**config.mk**
```make
export PLATFORM = sky130hd
export DESIGN_NAME = crc16_regport
export DESIGN_NICKNAME = d
export VERILOG_FILES = /design/src/rtl/crc16_regport.sv
export SDC_FILE = /design/constraint.sdc
export NUM_CORES = 1
export LEC_CHECK = 0
export BUFFER_PORTS_ARGS = -buffer_cell sky130_fd_sc_hd__buf_2
export CORE_MARGIN = 3
export CORE_UTILIZATION = 59
export CTS_CLUSTER_SIZE = 24
export DETAILED_ROUTE_END_ITERATION = 12
export PLACE_DENSITY = 0.85
export SLEW_MARGIN = 40
export SYNTH_ARGS = -nofsm -noshare
export SYNTH_HDL_FRONTEND = slang
export SYNTH_SLANG_ARGS = --single-unit
```
**constraint.sdc**
```tcl
create_clock -name clk -period 2.8 [get_ports clk]
set_clock_uncertainty 0.05 [all_clocks]
set_input_delay 0.42 -clock clk [delete_from_list [all_inputs] [get_ports clk]]
set_output_delay 0.42 -clock clk [all_outputs]
set_load 0.02 [all_outputs]
```
**src/rtl/crc16_regport.sv**
```systemverilog
module crc16_regport #(
  parameter int DW       = 16,
  parameter int CW       = 12,
  parameter int CRC_W    = 16,
  parameter int BYTE_W   = 8,
  parameter int CLR_BIT  = 15,
  parameter logic [CRC_W-1:0] POLY   = 16'h8408,
  parameter logic [CRC_W-1:0] INIT   = 16'hFFFF,
  parameter logic [CRC_W-1:0] XOROUT = 16'hFFFF
) (
  input  logic          clk,
  input  logic          rst_n,
  input  logic          ctl_we,
  input  logic          din_we,
  input  logic [DW-1:0] wdata,
  input  logic [1:0]    raddr,
  output logic [DW-1:0] rdata
);

  localparam logic [CW-1:0] CNT_MAX = '1;
  localparam logic [1:0] A_CTL = 2'd0;
  localparam logic [1:0] A_SUM = 2'd2;

  logic [CRC_W-1:0] crc_q, crc_base, crc_d;
  logic [CW-1:0]    cnt_q, cnt_base, cnt_d;
  logic             clr;

  function automatic logic [CRC_W-1:0] fold(input logic [CRC_W-1:0] c,
                                            input logic [BYTE_W-1:0] b);
    logic [CRC_W-1:0] r;
    r = c;
    for (int i = 0; i < BYTE_W; i++) begin
      if (r[0] ^ b[i]) r = (r >> 1) ^ POLY;
      else             r = r >> 1;
    end
    return r;
  endfunction

  assign clr      = ctl_we & wdata[CLR_BIT];
  assign crc_base = clr ? INIT : crc_q;
  assign cnt_base = clr ? '0 : cnt_q;
  assign crc_d    = din_we ? fold(crc_base, wdata[BYTE_W-1:0]) : crc_base;
  assign cnt_d    = (din_we && cnt_base != CNT_MAX) ? cnt_base + 1'b1 : cnt_base;

  always_ff @(posedge clk) begin
    if (!rst_n) begin
      crc_q <= INIT;
      cnt_q <= '0;
    end else begin
      crc_q <= crc_d;
      cnt_q <= cnt_d;
    end
  end

  always_comb begin
    case (raddr)
      A_CTL:   rdata = {{(DW-CW){1'b0}}, cnt_q};
      A_SUM:   rdata = DW'(crc_q ^ XOROUT);
      default: rdata = '0;
    endcase
  end

  AST_RST_STATE: assert property (@(posedge clk) !rst_n |=> cnt_q == '0 && crc_q == INIT);
  AST_CLR_ONLY: assert property (@(posedge clk) disable iff (!rst_n)
    ctl_we && wdata[CLR_BIT] && !din_we |=> cnt_q == '0 && crc_q == INIT);
  AST_CNT_STEP: assert property (@(posedge clk) disable iff (!rst_n)
    din_we && !(ctl_we && wdata[CLR_BIT]) && cnt_q != CNT_MAX |=> cnt_q == $past(cnt_q) + 1'b1);
  AST_CNT_SAT: assert property (@(posedge clk) disable iff (!rst_n)
    din_we && !(ctl_we && wdata[CLR_BIT]) && cnt_q == CNT_MAX |=> cnt_q == CNT_MAX);
  AST_CLR_WITH_DATA: assert property (@(posedge clk) disable iff (!rst_n)
    ctl_we && wdata[CLR_BIT] && din_we |=> cnt_q == CW'(1));
  AST_IDLE_HOLD: assert property (@(posedge clk) disable iff (!rst_n)
    !din_we && !(ctl_we && wdata[CLR_BIT]) |=> $stable(cnt_q) && $stable(crc_q));

endmodule

```
# Word-level counts from Yosys, hierarchy flattened
# Index checks and enable logic that the tools add are counted.
[classes]
n_addsub = 1
n_eq_ne = 2
muxes = 13
bitwise = 18
n_reduce_logical = 2
[op_table]
columns = ["cell", "n"]
rows = [
  ["$mux W16", 10],
  ["$pmux W16 S2", 1],
  ["$mux W12", 2],
  ["$not A2 Y3", 8],
  ["$not A16 Y16", 1],
  ["$add A12 B1 Y12 const B", 1],
  ["$ne A12 B12 Y1 const B", 1],
  ["$xor A1 B1 Y1", 8],
  ["$eq A2 B2 Y1 const B", 1],
  ["$logic_not A2 Y1", 1],
  ["$and A1 B1 Y1", 1],
  ["$logic_and A1 B1 Y1", 1],
]
[word_totals]
register_bits = 28
in_bits = 22

# Depth between registers and ports, before layout
# Gate-level depths: netlist of run 1.
[depth]
depth_word = 19
mapped_depth = 7
depth_no_buf = 7

# Least setup slack after synthesis of run 1
# OpenSTA, ideal clock, no wires.
[synth_path]
path_kind = "in2reg"
from = "in ctl_we"
to = "reg cnt_q[3]"
setup_ns = 0.072
arrival_time_ns = 1.841
slack_ns = 0.837
path_stages = 7
n_path_buf = 0
cell_sequence = "nand2_1 -> and2_1 -> ha_1 -> nand3_1 -> o41ai_2 -> o211ai_1 -> a21oi_1"
[synth_between]
elab_chain_cells = 5
elab_cells_between_ends = 6
classes_between = "add/sub (1); eq/ne (1); mux (2); bitwise (1); reduce/logical (1)"
[synth_rtl]
columns = ["item", "line", "source"]
rows = [
  ["start: declaration", "13", "input logic ctl_we,"],
  ["$and A1 B1 Y1 (*)", "39", "assign clr = ctl_we & wdata[CLR_BIT];"],
  ["$mux W12 (*)", "41", "assign cnt_base = clr ? '0 : cnt_q;"],
  ["parallel branches: the longest is 2 deep, another holds $add A12 B1 Y12", "-", ""],
  ["$mux W12 (*)", "43", "assign cnt_d = (din_we && cnt_base != CNT_MAX) ? cnt_base + 1'b1 : cnt_base;"],
  ["end signal: assignment", "51", "cnt_q <= cnt_d;"],
  ["end: declaration", "25", "logic [CW-1:0] cnt_q, cnt_base, cnt_d;"],
]
# Mark *: on every way between the ends.
# A chain may end at the register's enable or synchronous reset.

# Worst setup path after layout of run 1
[layout_path]
from = "in wdata[15]"
to = "reg cnt_q[3]"
[layout_between]
elab_chain_cells = 5
elab_cells_between_ends = 6
classes_between = "add/sub (1); eq/ne (1); mux (2); bitwise (1); reduce/logical (1)"
[layout_rtl]
columns = ["item", "line", "source"]
rows = [
  ["start: declaration", "15", "input logic [DW-1:0] wdata,"],
  ["$and A1 B1 Y1 (*)", "39", ""],
  ["$mux W12 (*)", "41", ""],
  ["parallel branches: the longest is 2 deep, another holds $add A12 B1 Y12", "-", ""],
  ["$mux W12 (*)", "43", ""],
]
# Marks and branches as above.

==> flow_summary.json, run 1 <==
{
  "grt_setup_unrepaired": "no",
  "drc": 0,
  "ys_top_cells_by_count": "dfxtp_1 (28), nor2_1 (26), nand2_1 (19)",
  "nFillCells": 262,
  "slowest_delay_ns": 0.69,
  "dp_hpwl_mm": 3.50,
  "synth-compound-area-share_pct": 26.5,
  "grt_pass1_wl_mm": 7.94,
  "ant_nets": 0,
  "yosys.area.top_type": "dfxtp_1",
  "cts_tree": "done",
  "yosys.area_share.xor_xnor_pct": 7.55,
  "synth_cell_type_count": 50,
  "seq_area_frac_synth_pct": 30.2,
  "grt_max_degree": 26,
  "cts_post_setup_buffers_inserted": 0,
  "cp.required_ns": 3.03,
  "routedWlPerCell_um": 15.5,
  "core_mm2": 0.00288,
  "timing.max_cap.violations": 0,
  "fmax_mhz": 452,
  "totalWireLength_mm": 4.72,
  "layout-drive-gt1-share_pct": 16.4,
  "cts_made_buffers": 3,
  "start_util_pct": 64.5,
  "setup_viol": 0,
  "fin_crit_ns": 2.21,
  "yosysMostFrequentCell": "dfxtp_1",
  "die_w_um": 62.1,
  "critPathArrivalTime_ns": 2.45,
  "worst-setup-path-type": "input port to flip-flop",
  "vias_per_cell": 6.38,
  "clk_latency_ns": 0.34,
  "cts_hold_buf": 0,
  "n_antenna_cell": 0,
  "die_area_mm2": 0.00385,
  "synthArstFlopShare_pct": 0,
  "yosys.area_share.simple_pct": 26.8,
  "synth_top_cell_area_share_pct": 30.2,
  "finalSetupTns_ns": 0,
  "cp-end-kind": "flip-flop",
  "outcome": "complete, no violations",
  "p_per_area_mw_per_mm2": 472,
  "syn-num-nets": 261,
  "muxShareOfSynthArea_pct": 3.84,
  "crit_fanout": 8,
  "num_io_pins": 38,
  "cp_slowest_cell": "o41ai_2",
  "vias": 1940,
  "cts_htree_levels": 1,
  "cts.clk_slew.worst_paths_ns": 0.16,
  "port_buffers": 30,
  "cts_resized": 0,
  "drt_iter0_drc": 151,
  "regArea_um2": 561,
  "multiInputGateArea_mm2": 0.00121,
  "ys_ff_latch": 28,
  "synth_area_mm2": 0.00186,
  "gp_congestion": 0.964,
  "yosys_warnings": 0,
  "path_cells": "buf_2, nand2_1, and2_1, ha_1, nand3_1, o41ai_2, o211ai_1, a21oi_1",
  "finalHoldViolCount": 0,
  "drv_slew": 0,
  "avgSynthCellArea_um2": 7.80,
  "post_dp_cell_area_mm2": 0.00202,
  "synth-main-ff-cell": "dfxtp_1",
  "antenna_found_initial": 0,
  "synthAdderAreaFrac_pct": 0.674,
  "area_growth_pct": 11.8,
  "ir_drop_uv": 342,
  "maxSlewHeadroom_pct": 48.4,
  "rows": 19,
  "track_usage_pct": 27.6,
  "startpoint_type": "input port",
  "clock_sinks": 28,
  "cts_max_path_buffers": 2,
  "nets": 286,
  "fin_area_mm2": 0.00207,
  "grt_overflow": 0,
  "drtPass1Iterations": 5,
  "synth_top_family_by_area": "simple AND/OR/NAND/NOR gates",
  "tightest_slew_ns": 0.773,
  "root_buffer": "clkbuf_4",
  "synth-edff-count": 0,
  "synth_cells": 238,
  "die_y_um": 62.1,
  "p_leak_uw": 0.000817,
  "fin_crit_sh_pct": 79.1,
  "hold_path_class": "input port to flip-flop",
  "grt_pass1_vias": 1711,
  "synth_area_leaders": "dfxtp_1 (30%), xnor2_1 (6.1%), nor2_1 (5.3%), a211oi_1 (4.9%), a21oi_1 (4.3%)"
}
-- critical path, delay by kind of cell --
kind | cells | cell delay (ns)
AO/OA/AOI/OAI | 3 | 1.02
adder cells (fa/ha/maj) | 1 | 0.21
buffers and inverters | 1 | 0.15
AND/OR/NAND/NOR | 3 | 0.65
-- routing by layer --
layer	GRT usage, %	up-vias	routed length, µm
li1	-	950	-
met1	40.7	889	2130
met2	40.2	97	2050
met3	6.61	4	498
met4	6.97	0	51
met5	0	-	0
-- layout by cell type (no fill, tap or decap), types with 3 or more instances in the layout --
master and n:
inv_1 5, clkbuf_4 3, buf_4 3, mux2i_1 6, or3_1 5, dfxtp_1 28, or3_4 3, o21ai_0 10
nand2_1 19, a2111oi_0 4, nor2_1 26, a211oi_1 12, nand4_1 6, and2_1 4, nand3_1 7, nor4_1 7
buf_2 30, a21oi_1 16, and3_1 3, xor2_1 3, xnor2_1 13, nor3_1 12
-- kinds of logic (layout without fill, tap and decap cells) --
family          after synthesis  in the layout
simple gates                 98             98
compound gates               69             69
flops                        28             28
buf+inv                      19             43
xor+xnor                     16             16
mux                           7              7
fa+ha+maj                     1              1
-- power breakdown --
part	total [µW]	switching [µW]	internal (µW)	leakage, µW
Sequential	461	33.1	428	0.000229
Combinational	245	145	99.6	0.000559
Clock	272	127	145	0.0000279
-- worst paths after layout --
check	start	to	slack (ns)	depth (start not counted)
worst max-delay path	wdata[15]	cnt_q[3]	0.59	8
worst min-delay path	rst_n	crc_q[6]	0.34	2
worst max register to register	cnt_q[1]	cnt_q[3]	0.64	6
worst min register to register	cnt_q[6]	cnt_q[6]	0.48	2
-- stage by stage --
stage          utilization, %  total power, µW  instances  hold slack, ns  worst slack, ns
2_1_floorplan               -              642        238           0.424            0.837
4_1_cts                  72.1              978        304           0.330            0.634
6_report                 72.1              978        304           0.342            0.586
5_1_grt                  72.1             1020        304           0.348            0.362
3_5_place_dp             70.3              711        300           0.463            0.259
3_3_place_gp             70.3              707        300           0.447            0.305
-- cell type report --
type / count / share of cell area [%]
inverters: 6 / 1.09
clock inverters: 1 / 1.45
well taps: 42 / 2.53
multi-input cells: 191 / 58.5
flip-flops and latches: 28 / 27.0
clock buffers: 3 / 1.09
repair buffers: 33 / 8.32
-- flip-flops by register name (all words and copies together), names as in the netlist --
| register | count |
|---|---|
| crc_q | 16 |
| cnt_q | 12 |
(Power assumes the default switching activity.)
==> run 2, diff against run 1 <==
--- a/config.mk
+++ b/config.mk
@@ -7,10 +7,10 @@
 export LEC_CHECK = 0
 export BUFFER_PORTS_ARGS = -buffer_cell sky130_fd_sc_hd__buf_2
 export CORE_MARGIN = 3
-export CORE_UTILIZATION = 59
+export CORE_UTILIZATION = 49
 export CTS_CLUSTER_SIZE = 24
 export DETAILED_ROUTE_END_ITERATION = 12
-export PLACE_DENSITY = 0.85
+export PLACE_DENSITY = 0.75
 export SLEW_MARGIN = 40
 export SYNTH_ARGS = -nofsm -noshare
 export SYNTH_HDL_FRONTEND = slang
==> constraint.sdc (replaced) <==
create_clock -name clk -period 1.8 [get_ports clk]
set_clock_uncertainty 0.05 [all_clocks]
set_input_delay 0.27 -clock clk [delete_from_list [all_inputs] [get_ports clk]]
set_output_delay 0.27 -clock clk [all_outputs]
set_load 0.02 [all_outputs]
==> run 2 against run 1 <==
  * Routed wire length is 21% higher
  * Worst setup slack worse by 0.51 ns
  * Final area rose by 13%
  * Combinational power rose by 89%
  * Critical endpoint is now crc_q[3]
  * Largest power group unchanged
==> flow_summary.json, run 2 (synthesis gave the netlist of run 1 again) <==
{
  "grt_pass1_wl_mm": 8.76,
  "crit_fanout": 8,
  "cp-end-kind": "flip-flop",
  "cts.clk_slew.worst_paths_ns": 0.10,
  "fin_crit_sh_pct": 96.0,
  "largest_register_ffs": 16,
  "p_per_area_mw_per_mm2": 677,
  "drtPass1Iterations": 5,
  "preCtsSetupSlack_ns": -0.263,
  "startpoint_type": "input port",
  "vias_per_cell": 6.21,
  "r2r-start": "cnt_q[0]",
  "crit_start": "ctl_we",
  "place_inst": 332,
  "port_buffers": 30,
  "cts_tree": "done",
  "fmax_mhz": 579,
  "grt_overflow": 0,
  "worst-r2r-cell-count": 6,
  "layout_common_cells": "buf_4 (31), buf_2 (30), dfxtp_1 (28)",
  "area_growth_pct": 26.3,
  "clock_sinks": 28,
  "outcome": "complete, no violations",
  "core_mm2": 0.00349,
  "start_util_pct": 53.1,
  "grt_pass1_vias": 1811,
  "hold_path_class": "input port to flip-flop",
  "slowest_delay_ns": 0.39,
  "hold_path.startpoint": "rst_n",
  "finalHoldViolCount": 0,
  "p_leak_uw": 0.000968,
  "rows": 21,
  "cts_made_buffers": 3,
  "critPathArrivalTime_ns": 1.87,
  "crit_end": "crc_q[3]",
  "antenna_found_initial": 0,
  "critical-path-top-delay-family": "simple AND/OR/NAND/NOR gates",
  "layout-drive-gt1-share_pct": 26.9,
  "track_usage_pct": 25.2,
  "vias": 2086,
  "root_buffer": "clkbuf_8",
  "fin_ws_ns": 0.0722,
  "final_common_cell": "buf_4",
  "gp_congestion": 0.896,
  "worst-setup-path-type": "input port to flip-flop",
  "design_power_total_uw": 1590,
  "drc": 0,
  "routedWlPerCell_um": 17.0,
  "cp_slowest_cell": "or3_4",
  "cp.required_ns": 1.95,
  "regMostFlops": "crc_q",
  "cts_hold_buf": 0,
  "reg.largest.list": "crc_q x16, cnt_q x12",
  "crit_buf_inv": 3,
  "path_common_cell": "buf_4",
  "fin_area_mm2": 0.00234,
  "utilization_pct": 67.1,
  "maxSlewHeadroom_pct": 71.0,
  "fin_crit_ns": 1.73,
  "totalWireLength_mm": 5.71,
  "timing.max_cap.violations": 0,
  "nFillCells": 311,
  "hold_depth": 2,
  "ir_drop_uv": 442,
  "drv_slew": 0,
  "cts_htree_levels": 1,
  "setup_viol": 0,
  "cts_max_path_buffers": 2,
  "grt_max_degree": 22,
  "fin_cells": 336,
  "path_cells": "buf_2, buf_4, and2_1, buf_4, or3_4, a22o_1, a32oi_1",
  "ant_nets": 0,
  "post_dp_cell_area_mm2": 0.00225,
  "r2r_end": "cnt_q[6]",
  "clk_latency_ns": 0.28,
  "tightest_slew_ns": 0.431,
  "nets": 314,
  "cp.depth": 7,
  "die_y_um": 67.5,
  "dp_hpwl_mm": 4.27,
  "num_io_pins": 38,
  "die_w_um": 67.5,
  "die_area_mm2": 0.00456,
  "n_antenna_cell": 0,
  "drt_iter0_drc": 270,
  "r2r_slack_ns": 0.09
}
[run 2: changes by cell type in the layout (fill, tap and decap cells not counted), sizes merged]
cell / change
bufinv: -1
buf: +28
clkbuf: +1
[run 2: worst register-to-register path, stage by stage, from the launching register on]
cell     delay (ns)
dfxtp_1        0.35
and2_4         0.16
ha_4           0.15
and3_4         0.20
nand2_1        0.08
or4_1          0.51
a21oi_1        0.14
[run 2: per-layer routing]
| layer | track usage, % | share of wire, % |
|---|---|---|
| met5 | 0 | 0 |
| met4 | 4.05 | 0.70 |
| met3 | 2.33 | 8.7 |
| met2 | 38.9 | 45 |
| met1 | 38.2 | 46 |
[run 2: report_power, final]
group	internal, µW	leakage [µW]	switching (µW)	total, µW
registers	665	0.000229	48.1	714
logic	204	0.000710	260	464
clock network	196	0.0000288	213	409
total	1070	0.000968	521	1590
[run 2: per-stage QoR]
stage               TNS [ns]  hold slack [ns]
finish                     0            0.233
global route        -0.00605            0.240
CTS                        0            0.222
detailed placement     -2.96            0.459
global placement       -2.17            0.448
floorplan                  0            0.424
[run 2: final cells by class]
class | count | area (µm²) | share of cell area [%]
multi-input cells | 191 | 1260 | 54.0
clock buffers | 4 | 55.1 | 2.35
flip-flops and latches | 28 | 561 | 23.9
well taps | 46 | 57.6 | 2.46
inverters | 6 | 22.5 | 0.961
repair buffers | 61 | 383 | 16.3
[run 2: repair_timing]
action,in CTS,in global routing
pin swaps,1,1
resized for setup,1,7
setup endpoints to repair,3,8
buffers inserted,0,0
[run 2: worst min-delay path by stage]
stage / to / slack [ns]
2_1_floorplan: cnt_q[6] / 0.42
3_3_place_gp: cnt_q[6] / 0.45
3_5_place_dp: cnt_q[6] / 0.46
4_1_cts: crc_q[6] / 0.22
5_1_grt: crc_q[6] / 0.24
6_report: crc_q[6] / 0.23
